$ cat src/rtl/tmr_pkg.sv
package tmr_pkg;
  typedef enum logic [1:0] {
    MODE_INTV  = 2'b00,
    MODE_PULSE = 2'b01,
    MODE_WDOG  = 2'b10,
    MODE_RSVD  = 2'b11
  } tmr_mode_e;

  typedef struct packed {
    tmr_mode_e mode;      // bits 6:5
    logic      src_ext;   // bit 4
    logic      edge_rise; // bit 3
    logic      clr_en;    // bit 2
    logic      div_en;    // bit 1
    logic      run;       // bit 0
  } tmr_ctrl_t;

  localparam int CTRL_W = $bits(tmr_ctrl_t);

  localparam logic [1:0] ADDR_CTRL = 2'd0;
  localparam logic [1:0] ADDR_CMP  = 2'd1;
  localparam logic [1:0] ADDR_WDIS = 2'd2;
  localparam logic [1:0] ADDR_CNT  = 2'd3;
endpackage

$ cat src/rtl/tmr_prescale.sv
module tmr_prescale #(
  parameter int PRE_W = 4
) (
  input  logic clk,
  input  logic rst_ni,
  input  logic en_i,
  input  logic clr_i,
  output logic tick_o
);
  logic [PRE_W-1:0] pre_q, pre_d;

  always_comb begin
    pre_d = pre_q;
    if (clr_i)     pre_d = '0;
    else if (en_i) pre_d = pre_q + 1'b1;
  end

  always_ff @(posedge clk or negedge rst_ni) begin
    if (!rst_ni) pre_q <= '0;
    else         pre_q <= pre_d;
  end

  assign tick_o = en_i && (pre_q == {PRE_W{1'b1}});

  // a prescaler step never lasts two cycles
  assert_pre_single_R3: assert property (@(posedge clk) disable iff (!rst_ni)
    tick_o |=> !tick_o);
endmodule

$ cat src/rtl/tmr_edge_sync.sv
module tmr_edge_sync (
  input  logic clk,
  input  logic rst_ni,
  input  logic ext_i,
  input  logic rise_sel_i,
  output logic tick_o
);
  logic [2:0] sync_q, sync_d;

  always_comb sync_d = {sync_q[1:0], ext_i};

  always_ff @(posedge clk or negedge rst_ni) begin
    if (!rst_ni) sync_q <= '0;
    else         sync_q <= sync_d;
  end

  logic rose, fell;
  assign rose   = sync_q[1] && !sync_q[2];
  assign fell   = !sync_q[1] && sync_q[2];
  assign tick_o = rise_sel_i ? rose : fell;

  // one count step per detected edge
  assert_one_per_edge_R4: assert property (@(posedge clk) disable iff (!rst_ni)
    tick_o |=> !tick_o);
endmodule

$ cat src/rtl/tmr_count_core.sv
module tmr_count_core
  import tmr_pkg::*;
#(
  parameter int CW = 32
) (
  input  logic          clk,
  input  logic          rst_ni,
  input  logic          clr_i,
  input  logic          cnt_en_i,
  input  tmr_mode_e     mode_i,
  input  logic [CW-1:0] cmp_i,
  input  logic          wdis_i,
  output logic [CW-1:0] cnt_o,
  output logic          irq_o,
  output logic          wdt_o
);
  logic [CW-1:0] cnt_q, cnt_d;
  logic          irq_q, irq_d;
  logic          wdt_q, wdt_d;
  logic          hit, step;

  assign hit  = (cnt_q == cmp_i);
  assign step = cnt_en_i && !clr_i;

  always_comb begin
    cnt_d = cnt_q;
    if (clr_i)         cnt_d = '0;
    else if (cnt_en_i) cnt_d = hit ? '0 : cnt_q + 1'b1;

    irq_d = step && hit && (mode_i == MODE_INTV);

    wdt_d = wdt_q;
    if (wdis_i)                                 wdt_d = 1'b0;
    else if (step && hit && mode_i == MODE_WDOG) wdt_d = 1'b1;
  end

  always_ff @(posedge clk or negedge rst_ni) begin
    if (!rst_ni) begin
      cnt_q <= '0;
      irq_q <= 1'b0;
      wdt_q <= 1'b0;
    end else begin
      cnt_q <= cnt_d;
      irq_q <= irq_d;
      wdt_q <= wdt_d;
    end
  end

  assign cnt_o = cnt_q;
  assign irq_o = irq_q;
  assign wdt_o = wdt_q;

  // the interrupt is a single-cycle pulse and coincides with a wrapped count
  assert_irq_pulse_R5: assert property (@(posedge clk) disable iff (!rst_ni)
    irq_q |=> !irq_q);
  assert_irq_wrap_R5: assert property (@(posedge clk) disable iff (!rst_ni)
    irq_q |-> (cnt_q == '0));
  // expiry is sticky until disable
  assert_wdt_sticky_R10: assert property (@(posedge clk) disable iff (!rst_ni)
    (wdt_q && !wdis_i) |=> wdt_q);
endmodule

$ cat src/rtl/tmr_unit.sv
module tmr_unit
  import tmr_pkg::*;
#(
  parameter int CW    = 32,
  parameter int PRE_W = 4
) (
  input  logic          clk,
  input  logic          rst_n,
  input  logic          reg_we,
  input  logic [1:0]    reg_addr,
  input  logic [CW-1:0] reg_wdata,
  output logic [CW-1:0] reg_rdata,
  input  logic          ext_clk,
  output logic          irq_match,
  output logic          wdt_expired
);
  localparam int PAD_W = CW - CTRL_W;

  // reset: asynchronous assert, synchronous release
  logic [1:0] rst_sync_q;
  logic       rst_ni;
  always_ff @(posedge clk or negedge rst_n) begin
    if (!rst_n) rst_sync_q <= 2'b00;
    else        rst_sync_q <= {rst_sync_q[0], 1'b1};
  end
  assign rst_ni = rst_sync_q[1];

  // register file
  tmr_ctrl_t     ctrl_q, ctrl_d, ctrl_wr;
  logic [CW-1:0] cmp_q, cmp_d;
  logic          wdis_q, wdis_d;
  logic          armed_q, armed_d;
  logic          wr_ctrl, stop_clr;

  assign ctrl_wr  = tmr_ctrl_t'(reg_wdata[CTRL_W-1:0]);
  assign wr_ctrl  = reg_we && (reg_addr == ADDR_CTRL);
  // clear-enable is taken from the same write that drops run
  assign stop_clr = wr_ctrl && ctrl_q.run && !ctrl_wr.run && ctrl_wr.clr_en;

  always_comb begin
    ctrl_d  = ctrl_q;
    cmp_d   = cmp_q;
    wdis_d  = wdis_q;
    armed_d = armed_q;
    if (wr_ctrl) ctrl_d = ctrl_wr;
    if (reg_we && reg_addr == ADDR_CMP)  cmp_d  = reg_wdata;
    if (reg_we && reg_addr == ADDR_WDIS) wdis_d = reg_wdata[0];
    if (wdis_q)
      armed_d = 1'b0;
    else if (wr_ctrl && ctrl_wr.run && ctrl_wr.mode == MODE_WDOG)
      armed_d = 1'b1;
  end

  always_ff @(posedge clk or negedge rst_ni) begin
    if (!rst_ni) begin
      ctrl_q  <= '0;
      cmp_q   <= '0;
      wdis_q  <= 1'b0;
      armed_q <= 1'b0;
    end else begin
      ctrl_q  <= ctrl_d;
      cmp_q   <= cmp_d;
      wdis_q  <= wdis_d;
      armed_q <= armed_d;
    end
  end

  // run qualification per mode
  logic active;
  always_comb begin
    unique case (ctrl_q.mode)
      MODE_INTV: active = ctrl_q.run;
      MODE_WDOG: active = armed_q && !wdis_q;
      default:   active = 1'b0;
    endcase
  end

  logic pre_en, pre_tick, ext_tick, count_en;
  assign pre_en   = active && !ctrl_q.src_ext && ctrl_q.div_en;
  assign count_en = active && (ctrl_q.src_ext ? ext_tick : pre_tick);

  tmr_prescale #(.PRE_W(PRE_W)) u_pre (
    .clk    (clk),
    .rst_ni (rst_ni),
    .en_i   (pre_en),
    .clr_i  (stop_clr),
    .tick_o (pre_tick)
  );

  tmr_edge_sync u_sync (
    .clk        (clk),
    .rst_ni     (rst_ni),
    .ext_i      (ext_clk),
    .rise_sel_i (ctrl_q.edge_rise),
    .tick_o     (ext_tick)
  );

  logic [CW-1:0] cnt_w;
  tmr_count_core #(.CW(CW)) u_core (
    .clk      (clk),
    .rst_ni   (rst_ni),
    .clr_i    (stop_clr),
    .cnt_en_i (count_en),
    .mode_i   (ctrl_q.mode),
    .cmp_i    (cmp_q),
    .wdis_i   (wdis_q),
    .cnt_o    (cnt_w),
    .irq_o    (irq_match),
    .wdt_o    (wdt_expired)
  );

  always_comb begin
    unique case (reg_addr)
      ADDR_CTRL: reg_rdata = {{PAD_W{1'b0}}, ctrl_q};
      ADDR_CMP:  reg_rdata = cmp_q;
      ADDR_WDIS: reg_rdata = {{(CW-1){1'b0}}, wdis_q};
      default:   reg_rdata = cnt_w;
    endcase
  end

  // a stop write with clear-enable leaves a zero count
  assert_stop_clear_R6: assert property (@(posedge clk) disable iff (!rst_ni)
    stop_clr |=> (cnt_w == '0));
  // without a step or a clear the count holds
  assert_hold_R7: assert property (@(posedge clk) disable iff (!rst_ni)
    (!count_en && !stop_clr) |=> $stable(cnt_w));
  // unsupported modes never count
  assert_no_count_R8: assert property (@(posedge clk) disable iff (!rst_ni)
    ((ctrl_q.mode == MODE_PULSE || ctrl_q.mode == MODE_RSVD) && !stop_clr)
      |=> $stable(cnt_w));
endmodule

$ cat config.mk
export PLATFORM = sky130hd
export DESIGN_NAME = tmr_unit
export DESIGN_NICKNAME = d
export VERILOG_FILES = /design/src/rtl/tmr_pkg.sv /design/src/rtl/tmr_prescale.sv /design/src/rtl/tmr_edge_sync.sv /design/src/rtl/tmr_count_core.sv /design/src/rtl/tmr_unit.sv
export SDC_FILE = /design/constraint.sdc
export NUM_CORES = 1
export LEC_CHECK = 0
export ABC_AREA = 1
export BUFFER_PORTS_ARGS = -buffer_cell sky130_fd_sc_hd__buf_2
export CAP_MARGIN = 30
export CORE_ASPECT_RATIO = 1.4
export CORE_UTILIZATION = 45
export DETAILED_ROUTE_END_ITERATION = 10
export SYNTH_ARGS = -nofsm -noshare
export SYNTH_HDL_FRONTEND = slang
export SYNTH_HIERARCHICAL = 1
export SYNTH_SLANG_ARGS = --single-unit
$ cat constraint.sdc
create_clock -name clk -period 3.8 [get_ports clk]
set_clock_uncertainty 0.05 [all_clocks]
set_input_delay 0.57 -clock clk [delete_from_list [all_inputs] [get_ports clk]]
set_output_delay 0.57 -clock clk [all_outputs]
set_load 0.005 [all_outputs]
==> parameters.txt <==
Parameter                              Value

Layout
  Total area of multi-input combinational cells    0.002806 mm2
  N_diodes    0
  Synth-to-Final Area Change    12.86%
  Fill cell count    about 1200
  Share of the core filled with cells    between 50% and 60%
  Final Net Count    roughly 860
  Proportion of layout cells with a drive suffix above 1    between 10% and 20%
  Sequential cell area    ~0.0021 mm2
  Final instance area    0.006062 mm2
  Final non-filler cell total    966

Place
  Placed Instance Area    0.005761 mm2
  Half-perimeter wire length of the detailed placement result    between 10000 and 15000 um
  Inst Count DP    950
  Count of buffers from port buffering    71
  GP Congestion    0.8839

Status
  Status    finished, final reports clean

Floorplan
  Overall die area    0.01238 mm2
  Number of top-level pins    72
  Overall die width    approximately 94 um
  Core Footprint    0.01145 mm2
  Initial cell density of the core    a little under half
  Die H    roughly 130 um
  Num rows    46

Setup path
  Sequence of cells on the critical path    inv_1, nand2_1, nand2_1, nand2_1, nor2_1, nand2_1, nor2_1, a21boi_0, nor2_1, inv_1, nor2_2, nand2_8, o21ai_0
  Startpoint type of the worst setup path    flip-flop
  Slowest Stage Delay on Critical Path    about 0.52 ns
  Number of buffers and inverters on the critical path    2
  R2R setup slack    a little under 1 ns
  CP arrival    around 3 ns
  Library cell contributing the largest single delay on the critical path    nor2_2
  Kind of cell adding the most delay to the critical path    simple AND/OR/NAND/NOR gates
  Biggest fanout along the worst timing path    23
  Crit Path Class    reg -> reg
  CP Data Required Time    between 4 and 5 ns
  Most Frequent Cell on Critical Path    nand2_1
  Endpoint kind of the worst setup timing path    flip-flop

CTS
  Clock latency at the later pin of the worst-skew pair    0.35 ns
  Number of levels the H-tree was split into    3
  CTS Root Buffer Type    clkbuf_16
  Clock input transition at the sequential cells of the worst setup and hold paths    ~0.06 ns
  Clock tree from TritonCTS    done
  CTS Buf Count    9
  Clock Tree Buf Depth    2
  Setup Buffers After CTS    0
  Clock tree sinks    84
  Resize count post-CTS    0
  Hold bufs inserted after CTS    1

Power and ir drop
  Leak    3.075 nW
  Worst vdd ir    between 0.3 and 0.4 mV
  Total power per unit cell area    between 500 and 600 mW/mm2

STA
  Number of setup violations in the final report    0
  Slew headroom    about 46%
  RSZ-0062 raised after global routing    false
  Achievable frequency    354.6 MHz
  Minimum period implied by the final worst setup slack    ~2.8 ns
  Fin. Hold Viols    0
  Setup tns final    0 ns
  Slew at the pin closest to its max-slew limit    slightly above 0.8 ns
  Worst hold slack across all endpoints    0.2722 ns
  Number of max-slew violations in the final report    0
  Period Utilization, post-route    between 70% and 80%

Run
  Maximum capacitance violations    0

Drt
  Final routed wirelength across all metal layers    about 14000 um
  DRT iter0 DRCs    slightly below 300
  Vias per cell    about 5.0
  DRT Pass-1 Iters    4
  DRC violation count after routing    0
  Vias after detailed routing    4874
  ANT nets after route    0
  Detailed-route wire length per cell    14.66 um

Logic synthesis
  Synthesized net count    just under 800
  Area share of the largest cell type after synthesis    about two fifths
  Synthesis warning total    6
  Part of the Yosys area used for sequential elements    slightly below 40%
  Post-synthesis area per instance    between 7 and 8 um2
  Cell count after synthesis    about 760
  Synth top cells by count    nand2_1, dfrtp_1, inv_1, nor2_1, nand3_1
  Number of synthesized register bits    between 80 and 90
  Fraction of registers with async set or reset after synthesis    100.0%
  Most repeated cell in the gate-level netlist after synthesis    nand2_1
  Post-synthesis instance area    0.005371 mm2
  Number of library cell types mapped by synthesis    35
  Largest cells by area after synthesis    dfrtp_1, nand2_1, nand3_1, inv_1, nor2_1
  Most common flop cell mapped by yosys    dfrtp_1
  EDFF count, synth    0
  Post-synthesis cell type with the largest combined area    dfrtp_1

Global routing
  Number of global-route vias before repair    about 4700
  Wire length of the first global-routing pass    about 23000 um
  GR Overflow Total    0
  Maximum number of pins on one net before global-route repair    59
  GRT Total Usage    between 20% and 30%
  Antenna violations before repair    0

Min path
  Hold Crit Class    reg -> async
cells by family (layout without fill, tap and decap cells):
family / after synthesis / in the layout / synth area share [%]
AOI/OAI and AO/OA: 54 / 54 / 7.594
xor gates and xnor gates: 35 / 35 / 6.266
adders and majority gates: 2 / 2 / 0.4658
buffers and inverters: 94 / 160 / 8.619
DFF: 84 / 84 / 39.13
other: 1 / 1 / 0.06981
and+or+nand+nor: 486 / 486 / 37.85
where the power goes:
group          switching, W  internal (W)  leakage [nW]
clock network      0.000359      0.000520         0.144
registers          0.000273       0.00108          1.07
logic              0.000526      0.000404          1.86
cell usage in the layout (no fill, tap or decap), types with 2 or more instances in the layout:
cell type	n
inv_1	61
a21oi_1	3
ha_1	2
nand2_1	334
clkbuf_16	9
o21ai_1	6
nand4_1	13
xnor2_1	22
o21bai_1	3
dfrtp_1	83
o21ai_2	6
o22ai_2	14
nand2_2	2
o21ai_0	21
buf_2	71
inv_2	5
clkinv_2	3
xor2_1	9
nor2_4	4
nand3_2	2
xnor2_2	4
nor3_1	3
nand3_1	57
buf_4	6
nor2_1	59
nor2_2	7
area by class of cell:
class                   instances  area share, %
flip-flops and latches         84          34.74
inverters                      66          4.087
multi-input cells             578          46.30
repair buffers                 79          7.100
clock inverters                 5         0.8669
well taps                     144          2.972
clock buffers                  10          3.942
worst reg2reg max path, delay by kind of cell (launching register included):
family | cells | cell delay [ns]
compound gates | 2 | 0.30
simple gates | 9 | 1.79
buf+inv | 2 | 0.19
flops | 1 | 0.41
layer usage:
metal  global-route usage, %  wire length, um  vias to the layer above
met2                   42.47             7322                      108
met4                   11.62              518                        0
met3                   4.398              463                       30
met5                       0                0                        -
met1                   28.75             5852                     2256
li1                        -                -                     2480
metrics by stage:
stage	worst slack (ns)	total power, W
after floorplan	1.237	0.001995
after global placement	1.136	0.002269
after detailed placement	0.9899	0.002295
after CTS	0.9998	0.003186
after global routing	0.7703	0.003369
final	0.9801	0.003158
state kept, by name (all words and copies together), names as in the netlist:
signal and cells:
u_sync/sync_q 3, wdis_q 1, ctrl_q 7, u_core/wdt_o 1, cmp_q 32, rst_sync_q 2
u_pre/pre_q 4, u_core/cnt_o 32, armed_q 1, u_core/irq_o 1
path summary, 6_finish.rpt:
kind,start,end,cells past startpoint
min,rst_sync_q[1],cmp_q[7],0
min reg2reg,rst_sync_q[1],cmp_q[7],0
min in group clk,ext_clk,u_sync/sync_q[0],1
max in group asynchronous,rst_sync_q[1],u_core/cnt_o[14],1
max,wdis_q,u_core/cnt_o[16],13
max reg2reg,wdis_q,u_core/cnt_o[16],13
Note: power is estimated with default switching activity, not from simulation.
